[config.mk]
export PLATFORM = sky130hd
export DESIGN_NAME = veoi_eoi_unit
export DESIGN_NICKNAME = d
export VERILOG_FILES = /design/src/rtl/veoi_pkg.sv /design/src/rtl/veoi_prio_mask.sv /design/src/rtl/veoi_lr_probe.sv /design/src/rtl/veoi_cnt_bump.sv /design/src/rtl/veoi_eoi_unit.sv
export SDC_FILE = /design/constraint.sdc
export NUM_CORES = 1
export LEC_CHECK = 0
export BUFFER_PORTS_ARGS = -buffer_cell sky130_fd_sc_hd__buf_4
export CORE_ASPECT_RATIO = 1.75
export CORE_MARGIN = 10
export CORE_UTILIZATION = 42
export DETAILED_ROUTE_END_ITERATION = 10
export GPL_TIMING_DRIVEN = 0
export PLACE_DENSITY = 0.84
export SLEW_MARGIN = 20
export SYNTH_ARGS = -nofsm -noshare
export SYNTH_HDL_FRONTEND = slang
export SYNTH_SLANG_ARGS = --single-unit
[constraint.sdc]
create_clock -name clk -period 2.2 [get_ports clk]
set_input_delay 0.11 -clock clk [delete_from_list [all_inputs] [get_ports clk]]
set_output_delay 0.11 -clock clk [all_outputs]
set_load 0.01 [all_outputs]
[src/rtl/veoi_pkg.sv]
package veoi_pkg;
   typedef enum logic [2:0] {
      ST_IDLE = 3'd0,
      ST_DROP = 3'd1,
      ST_SCAN = 3'd2,
      ST_ACT  = 3'd3,
      ST_MISS = 3'd4,
      ST_FIN  = 3'd5
   } veoi_state_e;
endpackage

[src/rtl/veoi_prio_mask.sv]
module veoi_prio_mask #(
   parameter int PRIO_W = 8,
   localparam int SH_W  = (PRIO_W > 1) ? $clog2(PRIO_W) : 1
) (
   input  logic [PRIO_W-1:0] prio_in,
   input  logic [SH_W-1:0]   shift,
   output logic [PRIO_W-1:0] prio_out
);
   for (genvar b = 0; b < PRIO_W; b++) begin : g_bit
      assign prio_out[b] = prio_in[b] & (b >= int'(shift));
   end
endmodule

[src/rtl/veoi_lr_probe.sv]
module veoi_lr_probe #(
   parameter int ID_W   = 16,
   parameter int PID_W  = 10,
   parameter int PRIO_W = 8,
   localparam int SH_W    = (PRIO_W > 1) ? $clog2(PRIO_W) : 1,
   localparam int PID_LSB = ID_W,
   localparam int PRI_LSB = ID_W + PID_W,
   localparam int GRP_B   = PRI_LSB + PRIO_W,
   localparam int HW_B    = GRP_B + 1,
   localparam int ACT_B   = GRP_B + 2,
   localparam int LR_W    = GRP_B + 4
) (
   input  logic [LR_W-1:0]   entry,
   input  logic [ID_W-1:0]   tgt_id,
   input  logic              grp,
   input  logic [PRIO_W-1:0] drop_prio,
   input  logic [SH_W-1:0]   shift,
   output logic              hit,
   output logic              grp_ok,
   output logic              prio_ok,
   output logic              hw,
   output logic [PID_W-1:0]  pid,
   output logic [LR_W-1:0]   cleared
);
   logic [PRIO_W-1:0] red_prio;

   veoi_prio_mask #(.PRIO_W(PRIO_W)) i_mask (
      .prio_in  (entry[PRI_LSB +: PRIO_W]),
      .shift    (shift),
      .prio_out (red_prio)
   );

   always_comb begin
      hit     = entry[ACT_B] && (entry[ID_W-1:0] == tgt_id);
      grp_ok  = (entry[GRP_B] == grp);
      prio_ok = (red_prio == drop_prio);
      hw      = entry[HW_B];
      pid     = entry[PID_LSB +: PID_W];
      cleared = entry;
      cleared[ACT_B] = 1'b0;
   end
endmodule

[src/rtl/veoi_cnt_bump.sv]
module veoi_cnt_bump #(
   parameter int CTRL_W  = 32,
   parameter int CNT_LSB = 27,
   parameter int CNT_W   = 5
) (
   input  logic [CTRL_W-1:0] word_in,
   output logic [CTRL_W-1:0] word_out
);
   logic [CNT_W-1:0] cnt_nxt;

   always_comb begin
      cnt_nxt  = word_in[CNT_LSB +: CNT_W] + CNT_W'(1);
      word_out = word_in;
      word_out[CNT_LSB +: CNT_W] = cnt_nxt;
   end
endmodule

[src/rtl/veoi_eoi_unit.sv]
module veoi_eoi_unit #(
   parameter int NUM_LR   = 8,
   parameter int ID_W     = 16,
   parameter int PID_W    = 10,
   parameter int PRIO_W   = 8,
   parameter int LPI_BASE = 8192,
   parameter int CTRL_W   = 32,
   parameter int CNT_LSB  = 27,
   parameter int CNT_W    = 5,
   localparam int IDX_W = $clog2(NUM_LR),
   localparam int UC_W  = $clog2(NUM_LR + 1),
   localparam int SH_W  = (PRIO_W > 1) ? $clog2(PRIO_W) : 1,
   localparam int LR_W  = ID_W + PID_W + PRIO_W + 4
) (
   input  logic              clk,
   input  logic              rst_n,
   input  logic              eoi_valid,
   input  logic [ID_W-1:0]   eoi_id,
   input  logic              cur_grp,
   input  logic              split_mode,
   input  logic [SH_W-1:0]   prio_shift,
   input  logic [UC_W-1:0]   used_lrs,
   output logic              drop_req,
   input  logic              drop_ack,
   input  logic [PRIO_W-1:0] drop_prio,
   output logic [IDX_W-1:0]  lr_rd_idx,
   input  logic [LR_W-1:0]   lr_rd_data,
   output logic              lr_wr_en,
   output logic [IDX_W-1:0]  lr_wr_idx,
   output logic [LR_W-1:0]   lr_wr_data,
   input  logic [CTRL_W-1:0] hcr_rd_data,
   output logic              hcr_wr_en,
   output logic [CTRL_W-1:0] hcr_wr_data,
   output logic              dir_valid,
   output logic [PID_W-1:0]  dir_pid,
   output logic              done
);
   import veoi_pkg::*;

   localparam int ACT_B = ID_W + PID_W + PRIO_W + 2;

   if (NUM_LR < 4 || NUM_LR > 16) begin : g_bad_lr
      $error("NUM_LR must lie in 4..16");
   end
   if (LPI_BASE >= (1 << ID_W)) begin : g_bad_lpi
      $error("LPI_BASE must be representable in ID_W bits");
   end
   if (CNT_LSB + CNT_W > CTRL_W) begin : g_bad_cnt
      $error("counter field exceeds control word");
   end
   if (PRIO_W < 2) begin : g_bad_prio
      $error("PRIO_W must be at least 2");
   end

   veoi_state_e       st_q;
   logic [ID_W-1:0]   id_q;
   logic              grp_q;
   logic              split_q;
   logic [SH_W-1:0]   shift_q;
   logic [UC_W-1:0]   used_q;
   logic [PRIO_W-1:0] dprio_q;
   logic [UC_W-1:0]   scan_q;
   logic              dropped_q;
   logic [LR_W-1:0]   clr_q;
   logic              ok_q;
   logic              hw_q;
   logic [PID_W-1:0]  pid_q;

   logic              p_hit;
   logic              p_grp_ok;
   logic              p_prio_ok;
   logic              p_hw;
   logic [PID_W-1:0]  p_pid;
   logic [LR_W-1:0]   p_clr;
   logic              skip_deact;
   logic              scan_end;

   veoi_lr_probe #(
      .ID_W   (ID_W),
      .PID_W  (PID_W),
      .PRIO_W (PRIO_W)
   ) i_probe (
      .entry     (lr_rd_data),
      .tgt_id    (id_q),
      .grp       (grp_q),
      .drop_prio (dprio_q),
      .shift     (shift_q),
      .hit       (p_hit),
      .grp_ok    (p_grp_ok),
      .prio_ok   (p_prio_ok),
      .hw        (p_hw),
      .pid       (p_pid),
      .cleared   (p_clr)
   );

   veoi_cnt_bump #(
      .CTRL_W  (CTRL_W),
      .CNT_LSB (CNT_LSB),
      .CNT_W   (CNT_W)
   ) i_bump (
      .word_in  (hcr_rd_data),
      .word_out (hcr_wr_data)
   );

   always_comb begin
      skip_deact = (id_q >= ID_W'(LPI_BASE)) || split_q;
      scan_end   = (scan_q >= used_q);
   end

   always_ff @(posedge clk or negedge rst_n) begin
      if (!rst_n) begin
         st_q      <= ST_IDLE;
         id_q      <= '0;
         grp_q     <= 1'b0;
         split_q   <= 1'b0;
         shift_q   <= '0;
         used_q    <= '0;
         dprio_q   <= '0;
         scan_q    <= '0;
         dropped_q <= 1'b0;
         clr_q     <= '0;
         ok_q      <= 1'b0;
         hw_q      <= 1'b0;
         pid_q     <= '0;
      end else begin
         unique case (st_q)
            ST_IDLE: begin
               if (eoi_valid) begin
                  id_q      <= eoi_id;
                  grp_q     <= cur_grp;
                  split_q   <= split_mode;
                  shift_q   <= prio_shift;
                  used_q    <= (used_lrs > UC_W'(NUM_LR)) ? UC_W'(NUM_LR) : used_lrs;
                  dropped_q <= 1'b0;
                  st_q      <= ST_DROP;
               end
            end
            ST_DROP: begin
               if (drop_ack) begin
                  dprio_q   <= drop_prio;
                  dropped_q <= 1'b1;
                  scan_q    <= '0;
                  st_q      <= skip_deact ? ST_FIN : ST_SCAN;
               end
            end
            ST_SCAN: begin
               if (scan_end) begin
                  st_q <= ST_MISS;
               end else if (p_hit) begin
                  clr_q <= p_clr;
                  ok_q  <= p_grp_ok && p_prio_ok;
                  hw_q  <= p_hw;
                  pid_q <= p_pid;
                  st_q  <= ST_ACT;
               end else begin
                  scan_q <= scan_q + UC_W'(1);
               end
            end
            ST_ACT:  st_q <= ST_FIN;
            ST_MISS: st_q <= ST_FIN;
            ST_FIN:  st_q <= ST_IDLE;
            default: st_q <= ST_IDLE;
         endcase
      end
   end

   always_comb begin
      drop_req   = (st_q == ST_DROP);
      lr_rd_idx  = scan_q[IDX_W-1:0];
      lr_wr_en   = (st_q == ST_ACT) && ok_q;
      lr_wr_idx  = scan_q[IDX_W-1:0];
      lr_wr_data = clr_q;
      dir_valid  = (st_q == ST_ACT) && ok_q && hw_q;
      dir_pid    = pid_q;
      hcr_wr_en  = (st_q == ST_MISS);
      done       = (st_q == ST_FIN);
   end

   AST_WR_AFTER_DROP: assert property (@(posedge clk) disable iff (!rst_n)
      (lr_wr_en || hcr_wr_en) |-> dropped_q);
   AST_NO_DEACT_SKIP: assert property (@(posedge clk) disable iff (!rst_n)
      lr_wr_en |-> ((id_q < ID_W'(LPI_BASE)) && !split_q));
   AST_SPLIT_NO_CNT: assert property (@(posedge clk) disable iff (!rst_n)
      hcr_wr_en |-> !split_q);
   AST_IDX_IN_USE: assert property (@(posedge clk) disable iff (!rst_n)
      lr_wr_en |-> (UC_W'(lr_wr_idx) < used_q));
   AST_CNT_STEP: assert property (@(posedge clk) disable iff (!rst_n)
      hcr_wr_en |-> (hcr_wr_data[CNT_LSB +: CNT_W] ==
                     hcr_rd_data[CNT_LSB +: CNT_W] + CNT_W'(1)));
   AST_WR_CLEARS_ACT: assert property (@(posedge clk) disable iff (!rst_n)
      lr_wr_en |-> !lr_wr_data[ACT_B]);
   AST_DIR_WITH_WR: assert property (@(posedge clk) disable iff (!rst_n)
      dir_valid |-> lr_wr_en);
   AST_DONE_PULSE: assert property (@(posedge clk) disable iff (!rst_n)
      done |=> !done);
   AST_BUSY_HOLD: assert property (@(posedge clk) disable iff (!rst_n)
      (st_q != ST_IDLE) |=> $stable(id_q));
endmodule

==> out/results.tsv, run 1 <==
metric	value	unit
outcome	finished clean	
core_area	9350	sq um
antenna_violations_before_repair	0	
grt_setup_unrepaired	true	
final_period_minus_worst_setup_slack	2.16	ns
max_slew.worst_pin.slew	0.522	ns
fin_skew	0.00916	ns
die-area	14000	sq um
grt_start_max_net_pins	79	
gp_congestion	0.799	
critical_path_required	2.42	ns
drive_above_1_share	0.547	
post-route-period-util	0.983	
fin_util	0.667	
regToRegEndpoint	dir_pid[4]$_DFFE_PN0P_	
setup_violations	0	
netlist.top_cell.by_area	dfrtp_1	
start_util	0.427	
final_count_of_hold_timing_violations	0	
dp_hpwl	9.36	mm
diodes	0	
worst_skew_pair.late_latency	0.34	ns
wire_length_per_cell	18.5	um
tritoncts	done	
timing.critical_path.fanout_max	5	
viasPerCell	4.91	
number_of_cells_in_the_finished_layout_apart_from_fillers	689	
power.ir.vdd_worst	0.000601	V
synth-seq-area-share	0.489	
worst_slew_margin_rel	0.652	
min-delay-path-class	in2reg	
min_delay_path_depth	2	
hp-start	lr_rd_data[31]	
synthesis_to_layout_area_growth	56.2	%
num_rows	47	
fin_area	6230	sq um
maxClockFrequency	463	MHz
criticalPathCategory	reg2reg	
start_kind	register	
grt_overflow_total	0	
vias_in_the_first_global_route	3723	
power.density	833	nW/um^2
place.port_buffers	169	
netlist_instances	340	
setup_ws_post_layout	0.0383	ns
leakage	3.27	nW
synth-async-reset-ratio	1.00	
detailedPlace.worstSlack	-0.213	ns
max_cap_violations	0	
synth_top_cells_by_area	dfrtp_1 49%, mux2_2 14%, buf_4 8.5%	
regToRegSetupSlack	0.04	ns
regToRegStartpoint	scan_q[1]$_DFFE_PN0P_	
synthesis.nets	453	
worst-endpoint-arrival	2.38	ns
clock_sink_count	78	
post_synth.cell_area_avg	11.7	sq um
dp_cells	631	
grt_pass1_wl	19.3	mm
synth_edf_count	0	
antenna_left	0	
worst_min_delay_path_endpoint	lr_wr_data[31]$_DFFE_PN0P_	
clkSlewWorstSetupHoldPaths	0.07	ns
synth.ff_latch_count	78	
setup.worst_path.end_class	register	
max-clock-path-buffers	2	
worst_hold_slack	0.00854	ns
finalPower	5.19	mW
inserted_clock_buffers	9	
yosysUniqueCellTypes	42	
pin_count	198	
place_area	5410	sq um
die_x	93.7	um
die_h	149	um
grt_usage	0.175	
worstRegToRegCells	7	
synthesis.yosys.warnings	0	
drt-pass1-iter-count	4	
routed-via-count	3385	
detailedRoute.firstIterationViolations	96	
post-route-drc-count	0	
final_max_slew_viol_count	0	
h-tree-depth	3	
number_of_nets_in_the_finished_design	675	
post_synth_instance_area	3990	sq um
synth.top_cell.area_share	0.489	
drt-total-wl	12.7	mm
post_synth_top_flop	dfrtp_1	
setup_tns	0	ns
cts_root_buffer	clkbuf_16	
==> synth_stat cells (2+ instances only) <==
| master | instances |
|---|---|
| dfrtp_1 | 78 |
| mux2_2 | 50 |
| buf_4 | 45 |
| nand2_1 | 35 |
| xnor2_1 | 17 |
| xor2_1 | 11 |
| o21ai_0 | 10 |
| nand3_1 | 9 |
| mux2_4 | 8 |
| inv_1 | 7 |
| nor2_1 | 7 |
| buf_2 | 6 |
| ha_1 | 6 |
| clkbuf_1 | 5 |
| nand3b_1 | 4 |
| nor3b_1 | 4 |
| a21o_1 | 3 |
| nand4_1 | 3 |
| a22oi_1 | 2 |
| and2_1 | 2 |
| and3_1 | 2 |
| buf_6 | 2 |
| nand2b_1 | 2 |
| nor3_1 | 2 |
| nor4_1 | 2 |
| o31ai_1 | 2 |
==> cells by family (layout without fill, tap and decap cells) <==
logic type / after synthesis / count (layout) / synth area share
adder cells (fa/ha/maj): 6 / 6 / 0.0188
AO/OA/AOI/OAI: 24 / 24 / 0.0426
flip-flops: 78 / 78 / 0.489
AND/OR/NAND/NOR: 79 / 79 / 0.104
XOR/XNOR: 28 / 28 / 0.0614
buffers and inverters: 65 / 292 / 0.109
multiplexers: 59 / 59 / 0.174
other: 1 / 1 / 0.000940
==> worst max-delay path by stage <==
stage | from | to | cells after the start
floorplan | scan_q[0]$_DFFE_PN0P_ | dir_pid[1]$_DFFE_PN0P_ | 9
finish | scan_q[1]$_DFFE_PN0P_ | dir_pid[4]$_DFFE_PN0P_ | 7
detailed placement | scan_q[0]$_DFFE_PN0P_ | dir_pid[7]$_DFFE_PN0P_ | 9
CTS | scan_q[0]$_DFFE_PN0P_ | dir_pid[4]$_DFFE_PN0P_ | 9
global route | scan_q[0]$_DFFE_PN0P_ | dir_pid[6]$_DFFE_PN0P_ | 9
global placement | scan_q[0]$_DFFE_PN0P_ | dir_pid[1]$_DFFE_PN0P_ | 9
==> worst max-delay path: stages (launching register included) <==
cell	delay [ns]
dfrtp_1	0.40
ha_1	0.34
a2111oi_4	0.42
o21ai_2	0.10
nand3b_4	0.18
buf_12	0.16
clkbuf_16	0.15
mux2_4	0.29
==> state kept, by name (all words and copies together), names as in the netlist <==
signal and flops:
id_q 16, scan_q 4, shift_q 3, lr_wr_data 28, grp_q 1, dprio_q 8, split_q 1, st_q 3
dir_pid 9, used_q 4, ok_q 1
==> repair_timing <==
item,CTS,global route
endpoints found under the setup margin,39,30
hold buffers,36,0
pin swaps,1,0
gates resized for setup,4,7
endpoints found under the hold margin,113,0
buffers inserted,3,1
gates cloned,0,1
==> routing by layer <==
metal | wire (um) | vias to the layer above | track usage
met3 | 1030 | 27 | 0.0605
met4 | 332 | 0 | 0.0725
met5 | 0 | - | 0
met1 | 4310 | 1632 | 0.166
met2 | 7040 | 167 | 0.328
li1 | - | 1559 | -
==> cell usage in the layout, fill, tap and decap left out, types with 4 or more instances in the layout <==
master         netlist  final
nand3b_1             4      4
mux2_4               8      8
xor2_1              11     11
buf_2                6      4
o21ai_0             10     10
clkbuf_1             5      5
xnor2_1             17     17
nor2_1               7      6
buf_4               45    217
ha_1                 6      5
nand2_1             35     35
nand3_1              9      9
dlygate4sd3_1        0     36
dfrtp_1             78     77
clkbuf_16            0     10
mux2_2              50     50
inv_1                7      6
nor3b_1              4      4
==> report_power, final <==
group	switching, mW	total (mW)	internal [mW]
sequential	0.257	2.02	1.76
combinational	0.704	1.56	0.858
clock	0.615	1.61	0.997
total	1.58	5.19	3.62
==> area by class of cell <==
| cell class | count | area, sq um |
|---|---|---|
| Fill cell | 696 | 3120 |
| Multi-Input combinational cell | 197 | 1620 |
| Timing Repair Buffer | 211 | 1720 |
| Inverter | 7 | 26.3 |
| Sequential cell | 78 | 1950 |
| Clock buffer | 9 | 225 |
| Clock inverter | 7 | 97.6 |
| Tap cell | 122 | 153 |
| Buffer | 58 | 432 |
No activity file was read; power rests on OpenSTA's default activity.
==> run 2, diff against run 1 <==
RECOVER_POWER = 50   (was default)
==> out/results.tsv, run 2 (synthesis results as in run 1) <==
metric	value	unit
drt-pass1-iter-count	4	
max-clock-path-buffers	2	
worst_slew_margin_rel	0.0884	
die_x	93.7	um
gp_congestion	0.799	
regToRegStartpoint	scan_q[1]$_DFFE_PN0P_	
setup_violations	0	
setup.worst_path.end_class	register	
finalPower	5.17	mW
antenna_violations_before_repair	0	
die_h	149	um
inserted_clock_buffers	9	
num_rows	47	
maxClockFrequency	462	MHz
cts_root_buffer	clkbuf_16	
post-route-drc-count	0	
clkSlewWorstSetupHoldPaths	0.06	ns
h-tree-depth	3	
tritoncts	done	
filler_cell_count	751	
drive_above_1_share	0.474	
worst_skew_pair.late_latency	0.34	ns
grt_setup_unrepaired	true	
vias_in_the_first_global_route	3723	
final_cell_mix	176 x buf_4, 77 x dfrtp_1, 50 x mux2_2	
timing.critical_path.fanout_max	5	
core_area	9350	sq um
max_slew.worst_pin.slew	1.37	ns
max_cap_violations	0	
start_kind	register	
flip_flop_count_of_the_largest_register_after_layout	28	
number_of_nets_in_the_finished_design	675	
regToRegEndpoint	dir_pid[4]$_DFFE_PN0P_	
routed-via-count	3393	
dp_hpwl	9.36	mm
die-area	14000	sq um
most_frequent_standard_cell_in_the_layout_excluding_fill_and_tap_cells	buf_4	
timing.critical_path.cells	ha_1 > a2111oi_4 > o21ai_2 > nand3b_4 > buf_12 > clkbuf_16 > mux2_4	
leakage	3.12	nW
antenna_left	0	
grt_usage	0.175	
detailedRoute.firstIterationViolations	115	
power.density	851	nW/um^2
critical_path_required	2.43	ns
grt_overflow_total	0	
viasPerCell	4.92	
min-delay-path-class	in2reg	
pin_count	198	
outcome	finished clean	
criticalPathCategory	reg2reg	
final_max_slew_viol_count	0	
diodes	0	
final_period_minus_worst_setup_slack	2.16	ns
worstRegToRegCells	7	
worst_hold_slack	0.00790	ns
final_count_of_hold_timing_violations	0	
synthesis_to_layout_area_growth	52.3	%
place.port_buffers	169	
post-route-period-util	0.984	
crit_path_top_delay_cell	a2111oi_4	
endpoint	dir_pid[4]$_DFFE_PN0P_	
wire_length_per_cell	18.5	um
grt_pass1_wl	19.3	mm
regToRegSetupSlack	0.04	ns
worst-endpoint-arrival	2.39	ns
power.ir.vdd_worst	0.000601	V
multi_input_comb_area	1620	sq um
grt_start_max_net_pins	79	
ff_latch_area	1950	sq um
clock_sink_count	78	
cp_slowest_stage_delay	0.42	ns
drt-total-wl	12.7	mm
start_util	0.427	
cp-startpoint	scan_q[1]$_DFFE_PN0P_	
fin_skew	0.00901	ns
-- run 2: cell types whose count changed in the layout (fill, tap and decap cells not counted), sizes merged --
cell    delta
clkbuf    +41
buf       -41
-- run 2: metrics by stage --
stage / util / cell area [sq um] / TNS, ns / std cells / setup slack, ns
6_report: 0.650 / 6080 / 0 / 689 / 0.0361
4_1_cts: 0.657 / 6140 / 0 / 686 / 0.0138
2_1_floorplan: - / 3990 / 0 / 340 / 0.0149
3_5_place_dp: 0.579 / 5410 / -4.33 / 631 / -0.213
3_3_place_gp: 0.579 / 5410 / -3.54 / 631 / -0.201
5_1_grt: 0.650 / 6080 / -0.185 / 689 / -0.0268
-- run 2: routing by layer --
metal	vias to the layer above	track usage	share of wire
met5	-	0	0
met4	0	0.0725	0.026
met3	29	0.0605	0.082
met2	167	0.328	0.55
met1	1638	0.166	0.34
li1	1559	-	-
-- run 2: critical path: cells and delay by family (launching register included) --
kind            cells  cell delay (ns)
compound gates      2             0.52
flops               1             0.40
fa+ha+maj           1             0.34
buf+inv             2             0.31
mux                 1             0.29
simple gates        1             0.18
-- run 2: what timing repair did --
action                                  in CTS  in global routing
gates resized for setup                      4                  7
setup buffers                                3                  1
cloned                                       0                  1
endpoints found under the setup margin      39                 30
hold buffers                                36                  0
pin swaps                                    1                  0
hold endpoints to repair                   113                  0
-- run 2: power by group --
group	total, mW	leakage [nW]	internal [mW]	switching, mW
clock	1.61	0.152	0.997	0.618
combinational	1.54	1.94	0.830	0.706
sequential	2.02	1.02	1.76	0.258
-- run 2: how the worst min path moves through the flow --
stage                              start                    endpoint  slack, ns  depth (start not counted)
final                          eoi_id[7]         id_q[7]$_DFFE_PN0P_      0.008                          2
after global routing      lr_rd_data[25]  lr_wr_data[25]$_DFFE_PN0P_      0.003                          2
after CTS                      eoi_id[7]         id_q[7]$_DFFE_PN0P_     0.0002                          2
after detailed placement    drop_prio[6]      dprio_q[6]$_DFFE_PN0P_       0.31                          3
after global placement      drop_prio[4]      dprio_q[4]$_DFFE_PN0P_       0.30                          3
after floorplan                    rst_n      dir_pid[0]$_DFFE_PN0P_      -0.19                          0
-- run 2: cell type report --
type	count	share of cell area
Buffer	58	0.0710
Clock buffer	9	0.0370
Clock inverter	7	0.0161
Inverter	7	0.00432
Multi-Input combinational cell	197	0.267
Sequential cell	78	0.321
Tap cell	122	0.0251
Timing Repair Buffer	211	0.258
==> run 3, diff against run 2 <==
--- a/config.mk
+++ b/config.mk
@@ -8,5 +8,5 @@
 export BUFFER_PORTS_ARGS = -buffer_cell sky130_fd_sc_hd__buf_4
 export CORE_ASPECT_RATIO = 1.75
-export CORE_MARGIN = 10
+export CORE_MARGIN = 5
 export CORE_UTILIZATION = 42
 export DETAILED_ROUTE_END_ITERATION = 10
==> constraint.sdc (replaced) <==
create_clock -name clk -period 2.2 [get_ports clk]
set_input_delay 0.11 -clock clk [delete_from_list [all_inputs] [get_ports clk]]
set_output_delay 0.11 -clock clk [all_outputs]
set_load 0.02 [all_outputs]
==> out/results.tsv, run 3 (synthesis results as in run 1) <==
metric	value	unit
clkSlewWorstSetupHoldPaths	0.06	ns
netSwitchingFraction	0.308	
max_cap_violations	0	
fin_util	0.628	
worst_skew_pair.late_latency	0.34	ns
tritoncts	done	
setup.worst_path.end_class	register	
drive_above_1_share	0.451	
detailedRoute.firstIterationViolations	112	
critical_path_required	2.42	ns
clock_sink_count	78	
min-delay-path-class	in2reg	
die-area	11600	sq um
grt_overflow_total	0	
wire_length_per_cell	17.5	um
timing.critical_path.fanout_max	5	
timing.critical_path.cells	inv_2 > ha_4 > nand2b_4 > a2111oi_4 > o21ai_2 > nand3b_4 > buf_12 > clkbuf_16 > mux2_4	
cts_root_buffer	clkbuf_16	
vias_in_the_first_global_route	3693	
most_frequent_standard_cell_in_the_layout_excluding_fill_and_tap_cells	buf_4	
h-tree-depth	3	
grt_pass1_wl	18.5	mm
viasPerCell	4.95	
cp_slowest_stage_delay	0.42	ns
power.ir.vdd_worst	0.000584	V
drt-total-wl	11.9	mm
num_rows	47	
gp_congestion	0.857	
outcome	finished, violations left	
place.port_buffers	169	
post-route-drc-count	0	
final_cell_mix	157 x buf_4, 76 x dfrtp_1, 65 x clkbuf_1	
worst-endpoint-arrival	2.43	ns
power.density	884	nW/um^2
dp_hpwl	8.63	mm
p_int	3.61	mW
routed-via-count	3360	
worst_hold_slack	0.00689	ns
leakage	2.99	nW
power_frac_comb	0.302	
final_count_of_hold_timing_violations	0	
setup_violations	3	
inserted_clock_buffers	9	
setup_tns	-0.0192	ns
die_h	139	um
filler_cell_count	812	
max-clock-path-buffers	2	
antenna_left	0	
power_switching	1.61	mW
setup_ws_post_layout	-0.00714	ns
maxClockFrequency	453	MHz
clock_power_share	0.311	
worst_slew_margin_rel	0.277	
violated_checks	setup timing	
synthesis_to_layout_area_growth	48.1	%
post-route-period-util	1.00	
flip_flop_count_of_the_largest_register_after_layout	28	
fin_skew	0.00666	ns
grt_setup_unrepaired	true	
number_of_nets_in_the_finished_design	665	
drt-pass1-iter-count	4	
antenna_violations_before_repair	0	
diodes	0	
criticalPathCategory	reg2reg	
die_x	83.7	um
pin_count	198	
crit_buf_inv	3	
core_area	9410	sq um
grt_start_max_net_pins	79	
critical_path.top_delay_family	compound AO/OA/AOI/OAI gates	
start_util	0.424	
pwr-share-seq	0.387	
final_period_minus_worst_setup_slack	2.21	ns
grt_usage	0.201	
start_kind	register	
detailedPlace.worstSlack	-0.261	ns
crit_path_top_delay_cell	dfrtp_2	
max_slew.worst_pin.slew	1.08	ns
final_max_slew_viol_count	0	
-- run 3: area by class of cell --
| type | count | area [sq um] | share of cell area |
|---|---|---|---|
| inverters | 7 | 26.3 | 0.00445 |
| plain buffers | 58 | 429 | 0.0726 |
| clock buffers | 11 | 243 | 0.0411 |
| multi-input cells | 197 | 1640 | 0.277 |
| clock inverters | 5 | 81.3 | 0.0138 |
| flip-flops and latches | 78 | 1950 | 0.331 |
| well taps | 122 | 153 | 0.0258 |
| repair buffers | 201 | 1390 | 0.234 |
-- run 3: worst register-to-register path: stages (launching register included) --
cell,delay (ns)
dfrtp_2,0.42
inv_2,0.07
ha_4,0.18
nand2b_4,0.14
a2111oi_4,0.40
o21ai_2,0.10
nand3b_4,0.19
buf_12,0.16
clkbuf_16,0.15
mux2_4,0.29
-- run 3: path summary, 6_finish.rpt --
kind	cells after the start	to	startpoint	slack, ns
min in group asynchronous	2	lr_wr_data[29]$_DFFE_PN0P_	rst_n	0.54
worst min-delay path	3	dprio_q[0]$_DFFE_PN0P_	drop_prio[0]	0.007
worst max-delay path	9	dir_pid[5]$_DFFE_PN0P_	scan_q[0]$_DFFE_PN0P_	-0.007
max in group asynchronous	2	scan_q[0]$_DFFE_PN0P_	rst_n	0.89
worst min register to register	1	lr_wr_data[26]$_DFFE_PN0P_	lr_wr_data[26]$_DFFE_PN0P_	0.50
worst max register to register	9	dir_pid[5]$_DFFE_PN0P_	scan_q[0]$_DFFE_PN0P_	-0.007
-- run 3: power groups by stage --
stage | Clock [mW] | Sequential, mW | Combinational [mW]
2_1_floorplan | 0 | 1.97 | 1.05
3_3_place_gp | 0 | 2.01 | 1.42
3_5_place_dp | 0 | 2.04 | 1.48
4_1_cts | 1.65 | 2.02 | 1.57
5_1_grt | 1.71 | 2.07 | 1.75
6_report | 1.62 | 2.02 | 1.58
-- run 3: stage by stage --
stage / std cells / power [mW] / area (sq um)
CTS: 674 / 5.25 / 6050
finish: 679 / 5.22 / 5910
global route: 679 / 5.53 / 5910
detailed placement: 631 / 3.52 / 5410
floorplan: 340 / 3.02 / 3990
global placement: 631 / 3.43 / 5410
-- run 3: timing repair --
action,in CTS,in global routing
pin swaps,3,2
gates cloned,0,1
setup buffers,2,2
setup endpoints to repair,39,41
endpoints found under the hold margin,97,2
gates resized for setup,8,4
hold buffers,25,2
-- run 3: metal layers --
layer,share of wire,GRT usage,up-vias
met5,0,0,-
met4,0.033,0.0890,0
met3,0.075,0.0672,29
met2,0.56,0.378,163
met1,0.33,0.195,1630
li1,-,-,1538
